===== src/rtl/pat_pkg.sv =====
package pat_pkg;
  // Per-cycle command to the counter and trigger entry.
  typedef struct packed {
    logic clear;   // deallocate: wipe everything
    logic init;    // allocate: counter back to zero
    logic update;  // apply the message count field
  } slot_op_t;
endpackage


===== src/rtl/pat_slot_ctrl.sv =====
module pat_slot_ctrl
  import pat_pkg::*;
#(
  parameter int ADDR_W = 16
) (
  input  logic              clk,
  input  logic              rst_n,
  input  logic              alloc,
  input  logic [ADDR_W-1:0] alloc_addr,
  input  logic              dealloc,
  input  logic              msg_valid,
  output logic              active,
  output logic [ADDR_W-1:0] line_addr,
  output slot_op_t          op
);
  // Deallocate outranks allocate, which outranks a message.
  always_comb begin
    op.clear  = dealloc;
    op.init   = alloc & ~dealloc;
    op.update = msg_valid & active & ~alloc & ~dealloc;
  end

  always_ff @(posedge clk or negedge rst_n) begin
    if (!rst_n) begin
      active    <= 1'b0;
      line_addr <= '0;
    end else if (op.clear) begin
      active    <= 1'b0;
    end else if (op.init) begin
      active    <= 1'b1;
      line_addr <= alloc_addr;
    end
  end
endmodule


===== src/rtl/pat_ack_counter.sv =====
module pat_ack_counter
  import pat_pkg::*;
#(
  parameter int CNT_W = 8
) (
  input  logic                    clk,
  input  logic                    rst_n,
  input  slot_op_t                op,
  input  logic signed [CNT_W-1:0] delta,
  output logic signed [CNT_W-1:0] count,
  output logic                    done
);
  logic signed [CNT_W-1:0] next_val;

  // Subtraction wraps modulo 2^CNT_W.
  assign next_val = count - delta;
  // Completion is judged on the value after every applied update.
  assign done     = op.update && (next_val == '0);

  always_ff @(posedge clk or negedge rst_n) begin
    if (!rst_n)                  count <= '0;
    else if (op.clear || op.init) count <= '0;
    else if (op.update)          count <= next_val;
  end
endmodule


===== src/rtl/pat_trigger_slot.sv =====
module pat_trigger_slot #(
  parameter int ADDR_W = 16
) (
  input  logic              clk,
  input  logic              rst_n,
  input  logic              clear,
  input  logic              post,
  input  logic [ADDR_W-1:0] post_addr,
  input  logic              pop,
  output logic              valid,
  output logic [ADDR_W-1:0] addr,
  output logic              overrun
);
  logic popped;
  assign popped = valid & pop;

  always_ff @(posedge clk or negedge rst_n) begin
    if (!rst_n) begin
      valid   <= 1'b0;
      addr    <= '0;
      overrun <= 1'b0;
    end else if (clear) begin
      valid   <= 1'b0;
      overrun <= 1'b0;
    end else if (post) begin
      valid <= 1'b1;
      addr  <= post_addr;
      if (valid && !popped) overrun <= 1'b1;
    end else if (popped) begin
      valid <= 1'b0;
    end
  end
endmodule


===== src/rtl/pend_ack_tracker.sv =====
module pend_ack_tracker
  import pat_pkg::*;
#(
  parameter int CNT_W  = 8,
  parameter int ADDR_W = 16
) (
  input  logic                    clk,
  input  logic                    rst_n,
  input  logic                    alloc_i,
  input  logic [ADDR_W-1:0]       alloc_addr_i,
  input  logic                    dealloc_i,
  input  logic                    msg_valid_i,
  input  logic signed [CNT_W-1:0] msg_count_i,
  output logic                    trig_valid_o,
  input  logic                    trig_ready_i,
  output logic [ADDR_W-1:0]       trig_addr_o,
  output logic signed [CNT_W-1:0] pend_count_o,
  output logic                    overrun_o
);
  slot_op_t          op;
  logic              slot_active;
  logic [ADDR_W-1:0] line_addr;
  logic              done;

  pat_slot_ctrl #(.ADDR_W(ADDR_W)) u_ctrl (
    .clk(clk), .rst_n(rst_n), .alloc(alloc_i), .alloc_addr(alloc_addr_i),
    .dealloc(dealloc_i), .msg_valid(msg_valid_i),
    .active(slot_active), .line_addr(line_addr), .op(op)
  );

  pat_ack_counter #(.CNT_W(CNT_W)) u_cnt (
    .clk(clk), .rst_n(rst_n), .op(op), .delta(msg_count_i),
    .count(pend_count_o), .done(done)
  );

  pat_trigger_slot #(.ADDR_W(ADDR_W)) u_trig (
    .clk(clk), .rst_n(rst_n), .clear(op.clear), .post(done),
    .post_addr(line_addr), .pop(trig_ready_i),
    .valid(trig_valid_o), .addr(trig_addr_o), .overrun(overrun_o)
  );
endmodule


===== config.mk =====
export PLATFORM = sky130hd
export DESIGN_NAME = pend_ack_tracker
export DESIGN_NICKNAME = d
export VERILOG_FILES = /design/src/rtl/pat_pkg.sv /design/src/rtl/pat_slot_ctrl.sv /design/src/rtl/pat_ack_counter.sv /design/src/rtl/pat_trigger_slot.sv /design/src/rtl/pend_ack_tracker.sv
export SDC_FILE = /design/constraint.sdc
export NUM_CORES = 1
export LEC_CHECK = 0
export CORE_MARGIN = 10
export CORE_UTILIZATION = 51
export DETAILED_ROUTE_END_ITERATION = 8
export GPL_ROUTABILITY_DRIVEN = 0
export PLACE_DENSITY = 0.81
export SLEW_MARGIN = 40
export SYNTH_ARGS = -nofsm -noshare
export SYNTH_HDL_FRONTEND = slang
export SYNTH_SLANG_ARGS = --single-unit

===== constraint.sdc =====
create_clock -name clk -period 9.1 [get_ports clk]
set_clock_uncertainty 0.05 [all_clocks]
set_input_delay 1.365 -clock clk [delete_from_list [all_inputs] [get_ports clk]]
set_output_delay 1.365 -clock clk [all_outputs]
set_load 0.02 [all_outputs]

**Word-level counts from Yosys, hierarchy flattened**

Cells that the tools add are included.

- Bits in registers: 43

- Reduce and logical (&&, ||, !) cells: 13
- Bitwise logic cells: 7
- Add/subtract/negate cells: 1
- Multiplexer cells: 10

Operator list:

| cell | count |
|---|---|
| $mux W8 | 2 |
| $logic_not A8 Y1 | 1 |
| $mux W1 | 8 |
| $reduce_bool A2 Y1 | 4 |
| $sub A8 B8 Y8 | 1 |
| $reduce_and A2 Y1 | 3 |
| $and A1 B1 Y1 | 5 |
| $reduce_bool A3 Y1 | 1 |
| $logic_and A1 B1 Y1 | 2 |
| $not A1 Y1 | 2 |
| $logic_not A1 Y1 | 1 |
| $logic_or A1 B1 Y1 | 1 |

**Logic depth before layout (Yosys ltp)**

Gate-level depths: netlist of run 1.

- Depth after elaboration: 6
- Mapped depth: 11
- Mapped depth without buffers: 10

**Cells and area by module**

A second synthesis of run 1 with hierarchy kept.

- Cells, all modules: 164
- Area, all modules: 2148.3 sq um

Modules (own cells, without submodules):

| module | instances | seq. area each (sq um) | area an instance (sq um) | cells an instance |
|---|---|---|---|---|
| pat_trigger_slot | 1 | 450.4 | 737.0 | 42 |
| pat_slot_ctrl | 1 | 425.4 | 708.2 | 41 |
| pat_ack_counter | 1 | 200.2 | 703.2 | 81 |

**Least setup slack after synthesis of run 1**

No wires, ideal clock.

- Path type: input -> register
- Start point: input msg_count_i[0]
- End point: register u_trig.addr[0]
- Setup time: 0.125 ns
- Stages: 10
- Data required time: 8.925 ns
- Buffers on the path: 1
- Setup slack: 5.151 ns
- Data arrival time: 3.774 ns
- Cells stage by stage: ha_1 -> inv_1 -> fa_1 -> a21oi_2 -> o21bai_1 -> xor2_1 -> or4_4 -> nor4_4 -> buf_6 -> mux2_4

- Longest elaborated chain between the ends: 4

Ends and longest elaborated chain:

| what | RTL line | text |
|---|---|---|
| from (decl) | pend_ack_tracker.sv:13 | `input logic signed [CNT_W-1:0] msg_count_i,` |
| $sub A8 B8 Y8 | pat_ack_counter.sv:16 | `assign next_val = count - delta;` |
| $logic_not A8 Y1 | pat_ack_counter.sv:18 | `assign done = op.update && (next_val == '0);` |
| $logic_and A1 B1 Y1 | pat_ack_counter.sv:18 |  |
| $reduce_and A2 Y1 (no line) | n/a |  |
| to (signal assigned) | pat_trigger_slot.sv:27 | `addr <= post_addr;` |
| to (decl) | pat_trigger_slot.sv:11 | `output logic [ADDR_W-1:0] addr,` |

No other way between the ends.
A chain may end at the register's enable or synchronous reset.

**Worst setup path after layout of run 1**

- Start point: input msg_count_i[0]
- End point: register u_trig.addr[7]

Same word-level chain as after synthesis.

==> results.cfg, run 1 <==
[status]
status = complete, no violations

[power_and_ir_drop]
cellLeakagePower_nw = 1.23
ir_drop_mv = 0.112
power_density_nw_per_um2 = 139
pwr-share-clk = 0.301
switching_share = 0.245
p_int_mw = 0.283
seqPwrFrac = 0.559
comb_power_share = 0.140
switching_power_mw = 0.0917

[final_layout]
utilization = 0.722
antenna_cells = 0
layout-drive-gt1-share = 0.213
design_area_sq_um = 2700
syn_to_final_growth_pct = 33.2
nFillCells = 265
final_nets = 261

[clock_network]
cts-resized-gates = 0
cts_buffers = 5
post_cts_buffers = 0
cts_sinks = 43
clkTransAtPathRegs_ns = 0.07
hold_buffers = 0
h-tree-depth = 2
clk_latency_ns = 0.29
cts_tree = done
cts_buffer_depth = 2
cts_root_buf = clkbuf_8

[timing]
setup_viol_count_final = 0
finalCritPeriodShare = 0.464
period_needed_ns = 4.22
slew_viol_final = 0
slew_headroom = 0.651
final_hold_viol_count = 0
max_slew.worst_pin.slew_ns = 0.524
rsz0062_at_grt = false
max_freq_mhz = 237
tns_ns = 0
finalHoldWorstSlack_ns = 0.456

[die]
core_sq_um = 3740
start_util = 0.542
ios = 56
dieArea_sq_um = 6900
rows = 22
die_x_um = 83.1
die_y_um = 83.1

[grt]
grt_max_degree = 44
grt_pass1_wl_um = 7710
grt-ovfl-total = 0
grt.total_usage = 0.133
antenna_found_initial = 0
first_global_vias = 1621

[setup_path]
reg2reg_slack_ns = 5.98
crit_fanout = 18
crit_path_end_kind = flop
cp-start-kind = input pin
critPathKind = input pin to flop
worstPathRequired_ns = 9.23
worstPathArrival_ns = 4.35

[route]
ant_nets = 0
routedWlPerCell_um = 17.0
first_pass_iters = 4
drc = 0
dr_total_vias = 1447
drt-total-wl_um = 4580
drt_iter0_drc = 97
avgViaCountPerCell = 5.38

[synth]
synthTopCellsByArea = dfrtp_1 (53%), mux2_2 (13%), mux2_4 (5.9%), ha_1 (4.9%), nand2_1 (3.0%)
syn_nets = 202
synth_cells = 163
syn_avg_cell_area_sq_um = 12.4
synth_top_area_frac = 0.531
yosys_register_bits = 43
synth_area_leader_cell = dfrtp_1
synth.distinct_cells = 31
seq_area_frac_synth = 0.531
netlist_area_sq_um = 2030
ys_warn_count = 0

[placement]
placed_cell_area_sq_um = 2630
place_hpwl_um = 3510
io_buffers = 55

[hold_path]
hp-class = flop to flop

[flow_run]
cap_violations = 0
==> synth_stat cells, drive strengths merged <==
master and n:
and3 1, a41oi 1, a21oi 5, nand3 10, fa 1, ha 8
nor2 7, a32o 1, inv 12, xnor2 5, a31o 1, mux2 32
nand2 16, o21ai 4, buf 2, nor2b 2, o21bai 1, nor4 1
o2111ai 1, clkbuf 3, or4b 1, or4 1, a211oi 1, o211ai 1
xor2 1, dfrtp 43, nand2b 1
==> kinds of logic after synthesis <==
kind of cell,after synthesis,synth area share
AOI/OAI and AO/OA,16,0.0549
and+or+nand+nor,40,0.102
DFF,43,0.531
buffers and inverters,17,0.0352
xor gates and xnor gates,6,0.0259
adders and majority gates,9,0.0592
muxes,32,0.192
==> power by group through the flow <==
| stage | logic, mW | registers [mW] | clock network (mW) |
|---|---|---|---|
| after floorplan | 0.0275 | 0.212 | 0 |
| after global placement | 0.0506 | 0.212 | 0 |
| after global routing | 0.0578 | 0.211 | 0.123 |
| final | 0.0526 | 0.209 | 0.113 |
| after detailed placement | 0.0529 | 0.213 | 0 |
| after CTS | 0.0534 | 0.210 | 0.116 |
==> worst paths after layout <==
kind | from | end | cells past startpoint
min in group asynchronous | rst_n | u_ctrl.line_addr[11]$_DFFE_PN0P_ | 1
min reg2reg | u_ctrl.line_addr[10]$_DFFE_PN0P_ | u_ctrl.line_addr[10]$_DFFE_PN0P_ | 1
max in group asynchronous | rst_n | u_trig.addr[14]$_DFFE_PN0P_ | 1
max reg2reg | u_cnt.count[0]$_DFFE_PN0P_ | u_trig.addr[7]$_DFFE_PN0P_ | 11
max | msg_count_i[0] | u_trig.addr[7]$_DFFE_PN0P_ | 11
min | u_ctrl.line_addr[10]$_DFFE_PN0P_ | u_ctrl.line_addr[10]$_DFFE_PN0P_ | 1
==> per-stage QoR <==
step,setup WS [ns],cells,power [mW]
after floorplan,5.15,163,0.240
after global placement,4.71,263,0.263
after detailed placement,4.56,263,0.266
after CTS,4.89,269,0.379
after global routing,4.81,269,0.392
final,4.88,269,0.375
==> placed cells by master (no fill, tap or decap), types with 6 or more instances in the layout <==
cell type        Yosys  layout
ha_1                 8       8
mux2_2              24      24
nand2_1             16      16
inv_1               12      12
nor2_1               6       6
dfrtp_1             43      43
mux2_4               8       8
clkdlybuf4s50_1      0      54
nand3_1             10      10
==> area by class of cell <==
cell class	instances	area [sq um]	area share
Clock buffer	5	68.8	0.0255
Clock inverter	1	7.51	0.00278
Inverter	12	45.0	0.0167
Multi-Input combinational cell	103	881	0.326
Sequential cell	43	1080	0.398
Tap cell	48	60.1	0.0222
Timing Repair Buffer	57	563	0.208
==> metal layers <==
layer | vias to the layer above | global-route usage | routed length (um)
met3 | 7 | 0.0430 | 284
met5 | - | 0 | 0
met1 | 724 | 0.149 | 1900
met4 | 0 | 0.0508 | 62
li1 | 678 | - | -
met2 | 38 | 0.229 | 2330
==> critical path: stages <==
cell and delay [ns]:
clkdlybuf4s50_1 0.49, ha_1 0.15, inv_1 0.05, fa_1 0.41
a21oi_2 0.20, o21bai_1 0.11, xor2_1 0.17, or4_4 0.56
nor4_4 0.15, buf_4 0.32, mux2_2 0.38
==> sequential cells by signal (all words and copies together), names as in the netlist <==
signal and cells:
u_ctrl.line_addr 16, u_trig.addr 16, u_cnt.count 8, u_ctrl.active 1
u_trig.overrun 1, u_trig.valid 1
Note: power is estimated with default switching activity, not from simulation.
==> run 2, diff against run 1 <==
- CORE_UTILIZATION: 51 -> 48
- PLACE_DENSITY: 0.81 -> 0.77
- clock period: 9.1 -> 3.9 ns (I/O delays scaled with it)
==> run 2 against run 1 <==
Hold slack worse by 0.24 ns. Combinational power up 130%. Cell count up 1.9%. Global-route usage down 0.25 points. Sequential share of layout area down 0.46 points. Critical endpoint is now u_trig.addr[15]$_DFFE_PN0P_. Largest cell class unchanged. Highest routed layer unchanged.
==> results.cfg, run 2 (synthesis gave the netlist of run 1 again) <==
[power_and_ir_drop]
power_density_nw_per_um2 = 322
ir_drop_mv = 0.278
cellLeakagePower_nw = 1.24

[placement]
place_hpwl_um = 3680
io_buffers = 55
pre_cts_slack_ns = 0.217

[die]
rows = 23
dieArea_sq_um = 7230
die_x_um = 85.0
ios = 56
core_sq_um = 4060
start_util = 0.500
die_y_um = 85.0

[timing]
slew_viol_final = 0
max_slew.worst_pin.slew_ns = 0.518
finalCritPeriodShare = 0.866
max_freq_mhz = 296
final_hold_viol_count = 0
period_needed_ns = 3.38
slew_headroom = 0.655
rsz0062_at_grt = false
setup_viol_count_final = 0
tns_ns = 0
timing.final.ws_setup_ns = 0.522

[setup_path]
crit_path_end_kind = flop
critPathKind = input pin to flop
crit_fanout = 18
worstPathRequired_ns = 4.02
cp-start-kind = input pin
worstPathArrival_ns = 3.50

[route]
dr_total_vias = 1424
avgViaCountPerCell = 5.20
drc = 0
drt-total-wl_um = 4680
routedWlPerCell_um = 17.1
ant_nets = 0
first_pass_iters = 4
drt_iter0_drc = 83

[clock_network]
post_cts_buffers = 0
clkTransAtPathRegs_ns = 0.08
cts_buffers = 5
cts_buffer_depth = 2
h-tree-depth = 2
cts_sinks = 43
cts-resized-gates = 0
clk_latency_ns = 0.29
hold_buffers = 0
cts_root_buf = clkbuf_8
cts_tree = done

[final_layout]
top_regs = u_ctrl.line_addr (16), u_trig.addr (16), u_cnt.count (8)
mostFrequentLayoutCells = clkdlybuf4s50_1 (54), dfrtp_1 (43), mux2_2 (24)
syn_to_final_growth_pct = 34.7
final_common_cell = clkdlybuf4s50_1
layout-drive-gt1-share = 0.219
final_nets = 262
antenna_cells = 0

[grt]
antenna_found_initial = 0
grt-ovfl-total = 0
first_global_vias = 1613
grt_max_degree = 44
grt_pass1_wl_um = 7850
grt.total_usage = 0.131

[flow_run]
cap_violations = 0

[status]
status = complete, no violations

[hold_path]
hp-class = input pin to async pin
-- run 2: cell types whose count changed in the layout (fill, tap and decap cells not counted) --
cell      delta
clkbuf_1     +1
clkinv_2     +1
buf_12       +1
-- run 2: worst paths after layout --
check,start,to,slack [ns],cells past startpoint
hold / removal,rst_n,u_trig.addr[8]$_DFFE_PN0P_,0.22,1
setup reg to reg,u_cnt.count[0]$_DFFE_PN0P_,u_trig.addr[15]$_DFFE_PN0P_,0.85,11
min in group clk,u_trig.overrun$_DFFE_PN0P_,u_trig.overrun$_DFFE_PN0P_,0.45,1
setup / recovery,msg_count_i[0],u_trig.addr[15]$_DFFE_PN0P_,0.52,11
max in group asynchronous,rst_n,u_cnt.count[5]$_DFFE_PN0P_,3.23,1
hold reg to reg,u_trig.overrun$_DFFE_PN0P_,u_trig.overrun$_DFFE_PN0P_,0.45,1
-- run 2: critical path, cell delays in order --
cell             delay [ns]
clkdlybuf4s50_1        0.51
ha_1                   0.16
inv_1                  0.05
fa_1                   0.41
a21oi_2                0.18
o21bai_1               0.09
xor2_1                 0.16
or4_4                  0.55
nor4_4                 0.23
buf_12                 0.21
mux2_2                 0.35
-- run 2: routing by layer --
| metal | up-vias | part of all wire | track usage | wire (um) |
|---|---|---|---|---|
| li1 | 682 | - | - | - |
| met1 | 693 | 0.40 | 0.141 | 1860 |
| met2 | 45 | 0.51 | 0.231 | 2390 |
| met3 | 4 | 0.088 | 0.0545 | 410 |
| met4 | 0 | 0.0045 | 0.0314 | 21 |
| met5 | - | 0 | 0 | 0 |
-- run 2: cell type report --
type,count,area (sq um)
Tap cell,50,62.6
Sequential cell,43,1080
Timing Repair Buffer,58,583
Clock inverter,2,12.5
Multi-Input combinational cell,103,881
Inverter,12,45.0
Clock buffer,6,72.6
Fill cell,291,1330
-- run 2: through the flow --
stage | utilization | hold WS, ns | cell area [sq um] | std cells | total power, mW
after floorplan | - | 0.239 | 2030 | 163 | 0.560
after global placement | 0.652 | 0.427 | 2650 | 266 | 0.612
final | 0.673 | 0.217 | 2730 | 274 | 0.879
after CTS | 0.673 | 0.227 | 2730 | 274 | 0.892
after detailed placement | 0.652 | 0.439 | 2650 | 266 | 0.622
after global routing | 0.673 | 0.247 | 2730 | 274 | 0.929
-- run 2: power breakdown --
part / switching (mW) / leakage [nW] / internal [mW]
sequential: 0.0150 / 0.563 / 0.473
combinational: 0.0546 / 0.636 / 0.0687
clock: 0.143 / 0.0412 / 0.125
==> run 3, diff against run 2 <==
- PLACE_DENSITY: 0.77 -> 0.8
==> run 3 against run 2 <==
First-iteration DRC count down 22%. Non-clock buffer count unchanged. Largest cell class unchanged. Power up 7.9%. Wire length down 9.0%. Cell area up 1.0%. Critical path type unchanged.
==> results.cfg, run 3 (synthesis gave the netlist of run 1 again) <==
[final_layout]
mostFrequentLayoutCells = clkdlybuf4s50_1 (54), dfrtp_1 (43), mux2_2 (24)
antenna_cells = 0
utilization = 0.680
top_regs = u_ctrl.line_addr (16), u_trig.addr (16), u_cnt.count (8)
final_nets = 262
layout-drive-gt1-share = 0.223
instances_no_fill = 274
nFillCells = 312
design_area_sq_um = 2760
final_common_cell = clkdlybuf4s50_1
syn_to_final_growth_pct = 36.1

[setup_path]
worstPathArrival_ns = 3.42
critPathKind = input pin to flop
worstPathRequired_ns = 4.03
crit_path_end_kind = flop
cpMaxStageDelayCell = or4_4
crit_fanout = 18
path_cells = clkdlybuf4s50_1, ha_1, inv_1, fa_1, a21oi_2, o21bai_1, xor2_1, or4_4, nor4_4, buf_12, mux2_2
max_stage_delay_ns = 0.55
cp-start-kind = input pin

[timing]
setup_viol_count_final = 0
tns_ns = 0
slew_headroom = 0.661
slew_viol_final = 0
max_freq_mhz = 305
final_hold_viol_count = 0
rsz0062_at_grt = false
period_needed_ns = 3.28
timing.final.ws_setup_ns = 0.619
max_slew.worst_pin.slew_ns = 0.509
finalHoldWorstSlack_ns = 0.206
finalCritPeriodShare = 0.841

[clock_network]
h-tree-depth = 2
hold_buffers = 0
clkTransAtPathRegs_ns = 0.08
cts-resized-gates = 0
cts_buffers = 5
clk_latency_ns = 0.29
post_cts_buffers = 0
cts_buffer_depth = 2
cts_tree = done
cts_sinks = 43
cts_root_buf = clkbuf_8

[grt]
grt_pass1_wl_um = 7290
antenna_found_initial = 0
grt.total_usage = 0.122
first_global_vias = 1506
grt-ovfl-total = 0
grt_max_degree = 44

[flow_run]
cap_violations = 0

[power_and_ir_drop]
ir_drop_mv = 0.289
fin_total_pwr_mw = 0.948
cellLeakagePower_nw = 1.26
power_density_nw_per_um2 = 344

[hold_path]
hp-class = input pin to async pin

[die]
die_x_um = 85.0
die_y_um = 85.0
rows = 23
dieArea_sq_um = 7230
start_util = 0.500
core_sq_um = 4060
ios = 56

[route]
drt-total-wl_um = 4250
dr_total_vias = 1401
ant_nets = 0
drt_iter0_drc = 65
avgViaCountPerCell = 5.11
routedWlPerCell_um = 15.5
first_pass_iters = 4
drc = 0

[placement]
io_buffers = 55
placed_cell_area_sq_um = 2650
place_hpwl_um = 3240
pre_cts_slack_ns = 0.293
dp.cells = 266

[status]
status = complete, no violations
-- run 3: cell count changes in the layout (fill, tap and decap cells not counted) --
cell,before,now
clkinvlp_4,1,0
clkinv_4,0,1
clkbuf_1,1,0
bufinv_16,0,1
-- run 3: worst max-delay path: cells and delay by family --
kind            cells  cell delay [ns]
simple gates        2             0.75
buf+inv             3             0.74
fa+ha+maj           2             0.56
mux                 1             0.35
compound gates      2             0.26
xor+xnor            1             0.16
-- run 3: final timing paths --
check	cells after the start	slack [ns]	to	from
worst max-delay path	11	0.62	u_trig.addr[10]$_DFFE_PN0P_	msg_count_i[0]
worst min-delay path	1	0.21	u_trig.addr[13]$_DFFE_PN0P_	rst_n
worst max register to register	11	0.93	u_trig.addr[10]$_DFFE_PN0P_	u_cnt.count[0]$_DFFE_PN0P_
worst min register to register	1	0.46	u_trig.addr[6]$_DFFE_PN0P_	u_ctrl.line_addr[6]$_DFFE_PN0P_
max in group asynchronous	1	3.24	u_cnt.count[2]$_DFFE_PN0P_	rst_n
min in group clk	1	0.46	u_trig.addr[6]$_DFFE_PN0P_	u_ctrl.line_addr[6]$_DFFE_PN0P_
-- run 3: area by class of cell --
class	count	area, sq um	area share
clock buffer	5	68.8	0.0249
clock inverter	3	43.8	0.0159
timing repair buffer	58	583	0.211
tap	50	62.6	0.0227
sequential	43	1080	0.390
inverter	12	45.0	0.0163
multi-input combinational	103	881	0.319
-- run 3: layer usage --
layer,routed length [um],track usage
met5,0,0
met4,42,0.0404
met3,354,0.0574
met2,1950,0.192
met1,1910,0.144
-- run 3: report_power, final --
group	switching (mW)	internal, mW
Clock	0.149	0.191
Sequential	0.0148	0.473
Combinational	0.0522	0.0685
